### config.mk
export PLATFORM = sky130hd
export DESIGN_NAME = ccf_tracker
export DESIGN_NICKNAME = d
export VERILOG_FILES = /design/src/rtl/ccf_pkg.sv /design/src/rtl/ccf_index_decode.sv /design/src/rtl/ccf_clear_select.sv /design/src/rtl/ccf_arm_track.sv /design/src/rtl/ccf_tracker.sv
export SDC_FILE = /design/constraint.sdc
export NUM_CORES = 1
export LEC_CHECK = 0
export ABC_CLOCK_PERIOD_IN_PS = 900
export BUFFER_PORTS_ARGS = -buffer_cell sky130_fd_sc_hd__buf_2
export CAP_MARGIN = 20
export CORE_MARGIN = 2
export CORE_UTILIZATION = 40
export CTS_BUF_LIST = sky130_fd_sc_hd__clkbuf_8
export CTS_CLUSTER_DIAMETER = 100
export DETAILED_ROUTE_END_ITERATION = 6
export PLACE_DENSITY = 0.73
export SYNTH_ARGS = -nofsm -noshare
export SYNTH_HDL_FRONTEND = slang
export SYNTH_SLANG_ARGS = --single-unit
### constraint.sdc
create_clock -name clk -period 0.9 [get_ports clk]
set_input_delay 0.27 -clock clk [delete_from_list [all_inputs] [get_ports clk]]
set_output_delay 0.27 -clock clk [all_outputs]
set_load 0.02 [all_outputs]
### src/rtl/ccf_pkg.sv
package ccf_pkg;
    parameter int unsigned CCF_DEF_POS = 16;
    parameter int unsigned CCF_DEF_IDX_W = 5;

    typedef enum logic {
        CLR_PAIRED = 1'b0,
        CLR_FAST   = 1'b1
    } ccf_clr_mode_e;
endpackage

### src/rtl/ccf_index_decode.sv
module ccf_index_decode #(
    parameter int unsigned NUM_POS = 16,
    parameter int unsigned IDX_W   = 5
) (
    input  logic               res_rd,
    input  logic [IDX_W-1:0]   res_idx,
    output logic [NUM_POS-1:0] res_hit
);
    // One comparator per slot; the full index width is compared so
    // out-of-range indices hit nothing.
    for (genvar gi = 0; gi < NUM_POS; gi++) begin : g_hit
        assign res_hit[gi] = res_rd && (res_idx == IDX_W'(gi));
    end

    always_comb begin
        assert ($onehot0(res_hit)) else $error("decode hit more than one slot");
    end
endmodule

### src/rtl/ccf_clear_select.sv
module ccf_clear_select
    import ccf_pkg::*;
#(
    parameter int unsigned NUM_POS = 16
) (
    input  ccf_clr_mode_e      mode,
    input  logic [NUM_POS-1:0] res_hit,
    input  logic [NUM_POS-1:0] armed,
    output logic [NUM_POS-1:0] rd_clr
);
    for (genvar gi = 0; gi < NUM_POS; gi++) begin : g_clr
        always_comb begin
            unique case (mode)
                CLR_FAST:   rd_clr[gi] = res_hit[gi];
                CLR_PAIRED: rd_clr[gi] = res_hit[gi] && armed[gi];
                default:    rd_clr[gi] = 1'b0;
            endcase
        end
    end
endmodule

### src/rtl/ccf_arm_track.sv
module ccf_arm_track #(
    parameter int unsigned NUM_POS = 16
) (
    input  logic               clk,
    input  logic               rst_n,
    input  logic               seq_clr,
    input  logic               stat_rd,
    input  logic [NUM_POS-1:0] flags_cur,
    input  logic [NUM_POS-1:0] res_hit,
    output logic [NUM_POS-1:0] armed
);
    typedef struct packed {
        logic [NUM_POS-1:0] arm;
    } arm_state_t;

    arm_state_t st_d, st_q;

    always_comb begin
        st_d = st_q;
        if (seq_clr) begin
            st_d.arm = '0;
        end else begin
            // New arms come from flags set now; any result read disarms its slot.
            st_d.arm = (st_q.arm | (stat_rd ? flags_cur : '0)) & ~res_hit;
        end
    end

    always_ff @(posedge clk or negedge rst_n) begin
        if (!rst_n) st_q <= '0;
        else        st_q <= st_d;
    end

    assign armed = st_q.arm;

    // An armed slot always has its flag high (arms are only taken from set flags).
    assert_armed_subset_R6: assert property (@(posedge clk) disable iff (!rst_n)
        ((st_q.arm & ~flags_cur) == '0));

    // A result read consumes the arm of that slot.
    assert_arm_consumed_R7: assert property (@(posedge clk) disable iff (!rst_n)
        1'b1 |=> ((st_q.arm & $past(res_hit)) == '0));

    assert_seq_disarm_R3: assert property (@(posedge clk) disable iff (!rst_n)
        seq_clr |=> (st_q.arm == '0));
endmodule

### src/rtl/ccf_tracker.sv
module ccf_tracker
    import ccf_pkg::*;
#(
    parameter int unsigned NUM_POS  = CCF_DEF_POS,
    parameter int unsigned IDX_W    = CCF_DEF_IDX_W,
    parameter int unsigned RDBK_LO  = 8,
    parameter int unsigned RDBK_W   = 8
) (
    input  logic               clk,
    input  logic               rst_n,
    input  logic [NUM_POS-1:0] done_stb,
    input  logic               seq_start_wr,
    input  logic               fast_clr_en,
    input  logic               stat_rd,
    input  logic               stat_wr,
    input  logic [RDBK_W-1:0]  stat_wdata,
    input  logic               res_rd,
    input  logic [IDX_W-1:0]   res_idx,
    output logic [NUM_POS-1:0] flags,
    output logic [RDBK_W-1:0]  stat_rdata
);
    localparam int unsigned RDBK_HI = RDBK_LO + RDBK_W;

    initial begin
        assert (RDBK_HI <= NUM_POS) else $error("read-back window exceeds slot count");
        assert ((1 << IDX_W) >= NUM_POS) else $error("result index too narrow");
    end

    typedef struct packed {
        logic [NUM_POS-1:0] flg;
    } flag_state_t;

    flag_state_t   st_d, st_q;
    ccf_clr_mode_e mode;
    logic [NUM_POS-1:0] res_hit;
    logic [NUM_POS-1:0] armed;
    logic [NUM_POS-1:0] rd_clr;

    // Status-register writes have no effect; the inputs end here.
    logic unused_stat_wr_sink;
    assign unused_stat_wr_sink = stat_wr ^ (^stat_wdata);

    assign mode = ccf_clr_mode_e'(fast_clr_en);

    ccf_index_decode #(
        .NUM_POS (NUM_POS),
        .IDX_W   (IDX_W)
    ) u_decode (
        .res_rd  (res_rd),
        .res_idx (res_idx),
        .res_hit (res_hit)
    );

    ccf_arm_track #(
        .NUM_POS (NUM_POS)
    ) u_arm (
        .clk       (clk),
        .rst_n     (rst_n),
        .seq_clr   (seq_start_wr),
        .stat_rd   (stat_rd),
        .flags_cur (st_q.flg),
        .res_hit   (res_hit),
        .armed     (armed)
    );

    ccf_clear_select #(
        .NUM_POS (NUM_POS)
    ) u_clrsel (
        .mode    (mode),
        .res_hit (res_hit),
        .armed   (armed),
        .rd_clr  (rd_clr)
    );

    always_comb begin
        st_d = st_q;
        if (seq_start_wr) begin
            // Sequence start overrides any completion in the same cycle.
            st_d.flg = '0;
        end else begin
            // A completion overrides a read-based clear.
            st_d.flg = (st_q.flg & ~rd_clr) | done_stb;
        end
    end

    always_ff @(posedge clk or negedge rst_n) begin
        if (!rst_n) st_q <= '0;
        else        st_q <= st_d;
    end

    assign flags      = st_q.flg;
    assign stat_rdata = st_q.flg[RDBK_LO +: RDBK_W];

    assert_seq_clear_R4: assert property (@(posedge clk) disable iff (!rst_n)
        seq_start_wr |=> (flags == '0));

    assert_set_wins_R9: assert property (@(posedge clk) disable iff (!rst_n)
        !seq_start_wr |=> ((flags & $past(done_stb)) == $past(done_stb)));

    assert_no_spurious_set_R2: assert property (@(posedge clk) disable iff (!rst_n)
        1'b1 |=> ((flags & ~$past(flags) & ~$past(done_stb)) == '0));

    assert_one_read_clear_R5: assert property (@(posedge clk) disable iff (!rst_n)
        !seq_start_wr |=> ($countones($past(flags) & ~flags) <= 1));

    assert_idle_hold_R11: assert property (@(posedge clk) disable iff (!rst_n)
        (!seq_start_wr && (!res_rd || res_idx >= IDX_W'(NUM_POS))) |=> (flags == ($past(flags) | $past(done_stb))));
endmodule

==> Word-level counts from Yosys, hierarchy flattened <==
Index checks and enable logic that the tools add are counted.
{ "totals": {"input_bits": 36, "ff_bits": 32, "out_inout_bits": 24, "wordCells": 76} }
{ "classes": {"muxes": 19, "n_reduce_logical": 33, "eq_ne": 15, "bitwise": 7} }
{ "op_table": {"columns": ["operator", "count"], "rows": [
  ["$mux 16", 3],
  ["$eq 5x4->1 const B", 8],
  ["$and 16x16->16", 2],
  ["$logic_and 1x1->1", 32],
  ["$not 16->16", 2],
  ["$or 16x16->16", 2],
  ["$pmux 1 s2", 16],
  ["$eq 5x3->1 const B", 4],
  ["$eq 5x2->1 const B", 2],
  ["$eq 5x1->1 const B", 1],
  ["$logic_not 5->1", 1],
  ["$not 1->1", 1]
]} }

==> Longest topological paths before layout <==
{ "depth": {"word_depth": 8, "mapped_depth": 4, "ltp_nobuf": 2} }

==> By module <==
A second synthesis with hierarchy kept.
{ "unflattened": {"hier_cells": 167, "area_unflattened_um2": 1744.2} }
{ "modules_own_cells": {"columns": ["mod", "area_each_um2", "cells_each", "seq_area_each_um2", "instances"], "rows": [
  ["ccf_tracker", 769.5, 74, 400.4, 1],
  ["ccf_arm_track", 706.9, 52, 400.4, 1],
  ["ccf_clear_select", 136.4, 18, 0.0, 1],
  ["ccf_index_decode", 131.4, 23, 0.0, 1]
]} }

==> Worst setup path before layout <==
No wires, ideal clock.
{ "synth_timing": {"path_kind": "input -> register", "from": "input port fast_clr_en", "to": "register st_q (netlist bit flags[10])", "slack_ns": -0.119, "n_path_buf": 2, "t_arrival_ns": 0.923, "setup_time_ns": 0.096, "path_stages": 4, "t_required_ns": 0.804, "path_cell_list": "buf_6 > buf_6 > o21ba_2 > a311oi_2"} }
{ "synth_rtl": {"columns": ["item", "line_no", "source"], "rows": [
  ["start, declared", "ccf_tracker.sv:13", "input logic fast_clr_en,"],
  ["end signal, assigned", "ccf_tracker.sv:88", "else st_q <= st_d;"],
  ["end, declared", "ccf_tracker.sv:33", "flag_state_t st_d, st_q;"]
]} }

==> Worst setup path in the final report <==
{ "layout_timing": {"from": "register st_q (netlist bit flags[12])", "to": "output port flags[12]"} }
{ "layout_rtl": {"columns": ["item", "line_no", "source"], "rows": [
  ["end, declared", "ccf_tracker.sv:19", "output logic [NUM_POS-1:0] flags,"]
]} }
No word-level cell between the ends.

==> key figures <==
Worst setup path
  – CP required: ~0.63 ns
  – Largest fanout on the critical path: 4
  – CP Data Arrival Time: 0.88 ns
  – Crit-path max cell delay: 0.44 ns
  – Top delay family on crit path: flip-flops
  – Crit path kind: flop to output port
  – Startpoint Class: flop
  – Crit path cell chain: buf_6
  – R2r endpoint: flags[14]
  – Reg2reg setup slack: -0.10 ns
  – Crit. End Element: output port
  – CP max-delay cell: dfrtp_2
  – Buffer and inverter count on the worst path: 1
  – R2r startpoint: flags[14]
  – Worst R2R Path Depth: 4

Clock network
  – CTS root buffer: clkbuf_8
  – H-tree depth: 2
  – Clk buf depth: 2
  – Sink Count: 32
  – Skew-Pair Late Insertion Delay: between 0.2 and 0.3 ns
  – CTS clk-pin slew, worst paths: around 0.07 ns
  – TritonCTS clock tree: done
  – Num CTS Buffers: 5

Yosys
  – Main flop type after synthesis: dfrtp_1
  – Register area share after synthesis: about half
  – Async set-reset flop share out of synthesis: 100.0%
  – Cell taking the most area after synthesis: dfrtp_1
  – Post-synthesis cell count: approximately 140
  – Netlist cell types: 20
  – #FFs+latches synth: 32
  – Top cell type's share of synthesized area: 48.30%
  – Synthesized cell area: ~0.0017 mm^2
  – Post-synth EDFFs: 0
  – Top cells by area, synth: dfrtp_1, o21ba_2, a311oi_2
  – Synth Net Count: about 180
  – Avg Inst Size Synth: ~12 um^2
  – Synthesis Warnings: 0

Timing
  – Max Slew Vio Count: 0
  – Setup TNS Final: -5.655 ns
  – Final Cycle Share: 127.8%
  – Slew HR: between 60 and 70%
  – Hold Fails Final Rpt: 0
  – Worst-Margin Slew: 0.5365 ns
  – Max Clk Rate: approximately 0.87 GHz
  – Final setup vio count: 34
  – Worst setup margin: -0.2501 ns
  – Min cycle time layout: 1.150 ns
  – Final clock skew: between 0.003 and 0.004 ns
  – RSZ-0062 raised after global routing: true

Drt
  – Total wire length: ~4400 um
  – DRT Pass-1 Iters: 4
  – Via count: 1401
  – Drt drc: 0
  – DR iter-0 viols: 37
  – Post-route antenna net violation count: 0
  – DR WL/cell: about 17 um
  – Vias per cell: approximately 5.5

Layout
  – Fin nets: around 240
  – Fraction of layout cells with a size suffix above 1: between 70% and 80%
  – Diodes inserted: 0
  – Fill count: ~290
  – Design area: approximately 0.0026 mm^2
  – Area Growth Syn to Fin: 56.91%
  – Most frequent cells in the layout: dfrtp_1, buf_2, buf_6, buf_4, a311oi_2
  – Commonest non-fill, non-tap cell in the layout: dfrtp_1

Job
  – # Max-Cap Violations: 0

Power
  – Net Sw Power: roughly 1.1 mW
  – Pwr Density: between 1000 and 1500 mW/mm^2
  – Comb pwr share: about a quarter
  – Internal: 2.654 mW
  – Reg power frac: 43.4%
  – Clock share of power: 30.0%
  – Tot Pwr: about 3.7 mW
  – P_leak: approximately 1.1 nW
  – Peak VDD IR: about 0.85 mV
  – Switch share: a little under 30%

Global route
  – Total track usage: between 10% and 20%
  – Initial antenna violation count: 0
  – Grt ovf: 0
  – Pin count of the biggest net entering global routing: 33
  – First-pass GRT wire length: around 6600 um
  – Vias in the first global route: roughly 1400

Outcome
  – Failing checks: setup timing
  – Status: finished, violations left

Place
  – Placed Instance Area: 0.001962 mm^2
  – Placer Congestion: around 0.7
  – Port bufs: 50
  – HPWL after DPL: between 2000 and 3000 um

Die
  – FP Rows: 23
  – Die Wd: 68.38 um
  – Die Footprint: 0.004676 mm^2
  – IO Pins: 60
  – Initial Util: approximately 41%
  – Core area: 0.004000 mm^2
  – Chip Height: 68.38 um

Worst hold path
  – Worst Hold Class: primary input to flop
  – Hold Path End: flags[15]
  – Hold depth: 3
  – Hold wc startpoint: done_stb[15]
==> what timing repair did <==
item / CTS / global route
setup endpoints to repair: 54 / 52
endpoints found under the hold margin: 6 / 0
hold buffers: 1 / 0
pin swaps: 11 / 17
resized for setup: 59 / 40
buffers inserted: 15 / 8
==> final cells by class <==
| type | count | area, um^2 | share of cell area, % |
|---|---|---|---|
| Tap cell | 50 | 62.56 | 2.405 |
| Multi-Input combinational cell | 88 | 964.7 | 37.09 |
| Sequential cell | 32 | 803.3 | 30.88 |
| Clock inverter | 2 | 7.507 | 0.2886 |
| Timing Repair Buffer | 79 | 680.7 | 26.17 |
| Clock buffer | 6 | 82.58 | 3.175 |
==> how the worst max path moves through the flow <==
stage / startpoint / endpoint / slack, ns / depth (start not counted)
floorplan: fast_clr_en / flags[10] / -0.09 / 4
finish: flags[12] / flags[12] / -0.25 / 1
global route: flags[12] / flags[12] / -0.27 / 1
detailed placement: res_idx[2] / flags[10] / -0.52 / 3
CTS: flags[10] / flags[10] / -0.24 / 1
global placement: res_idx[2] / flags[9] / -0.50 / 3
==> power by group through the flow <==
stage | Clock [mW] | Sequential, mW | Combinational (mW)
floorplan | 0 | 1.68 | 0.385
global placement | 0 | 1.63 | 0.650
detailed placement | 0 | 1.63 | 0.664
CTS | 1.12 | 1.62 | 0.855
global route | 1.21 | 1.64 | 1.06
finish | 1.13 | 1.63 | 0.994
==> synthesized netlist by cell type, types with 2 or more instances <==
cell and instances:
dfrtp_1 32, nor2_1 17, a21oi_1 16, a211oi_1 12, o21ba_2 11, a311oi_1 9, buf_4 8, a311oi_2 7
buf_6 5, o21ba_1 5, a211oi_2 4, buf_2 3, clkbuf_1 3, and4bb_1 2, nor2b_1 2
==> metal layers <==
metal	vias up	GRT usage, %	share of wire (%)
met3	8	3.125	4.1
li1	657	-	-
met4	0	10.50	2.1
met1	700	26.97	44
met2	36	29.93	50
met5	-	0	0
==> logic make-up after synthesis <==
kind of cell           share of synthesized area, %
AOI/OAI and AO/OA                             34.04
DFF                                           48.30
and+or+nand+nor                               8.528
buffers and inverters                         9.131
==> sequential cells by signal, indices dropped and copies added, names as in the netlist <==
signal and cells:
flags 16, u_arm.armed 16
==> metrics by stage <==
stage	setup WS (ns)	cells	util (%)	hold slack, ns
floorplan	-0.08909	141	-	-0.02559
global route	-0.2655	257	65.03	0.2602
finish	-0.2501	257	65.03	0.2641
global placement	-0.4958	227	49.05	0.1455
detailed placement	-0.5182	227	49.05	0.1486
CTS	-0.2363	251	59.12	0.2536
Power figures use the tool's default switching activity.
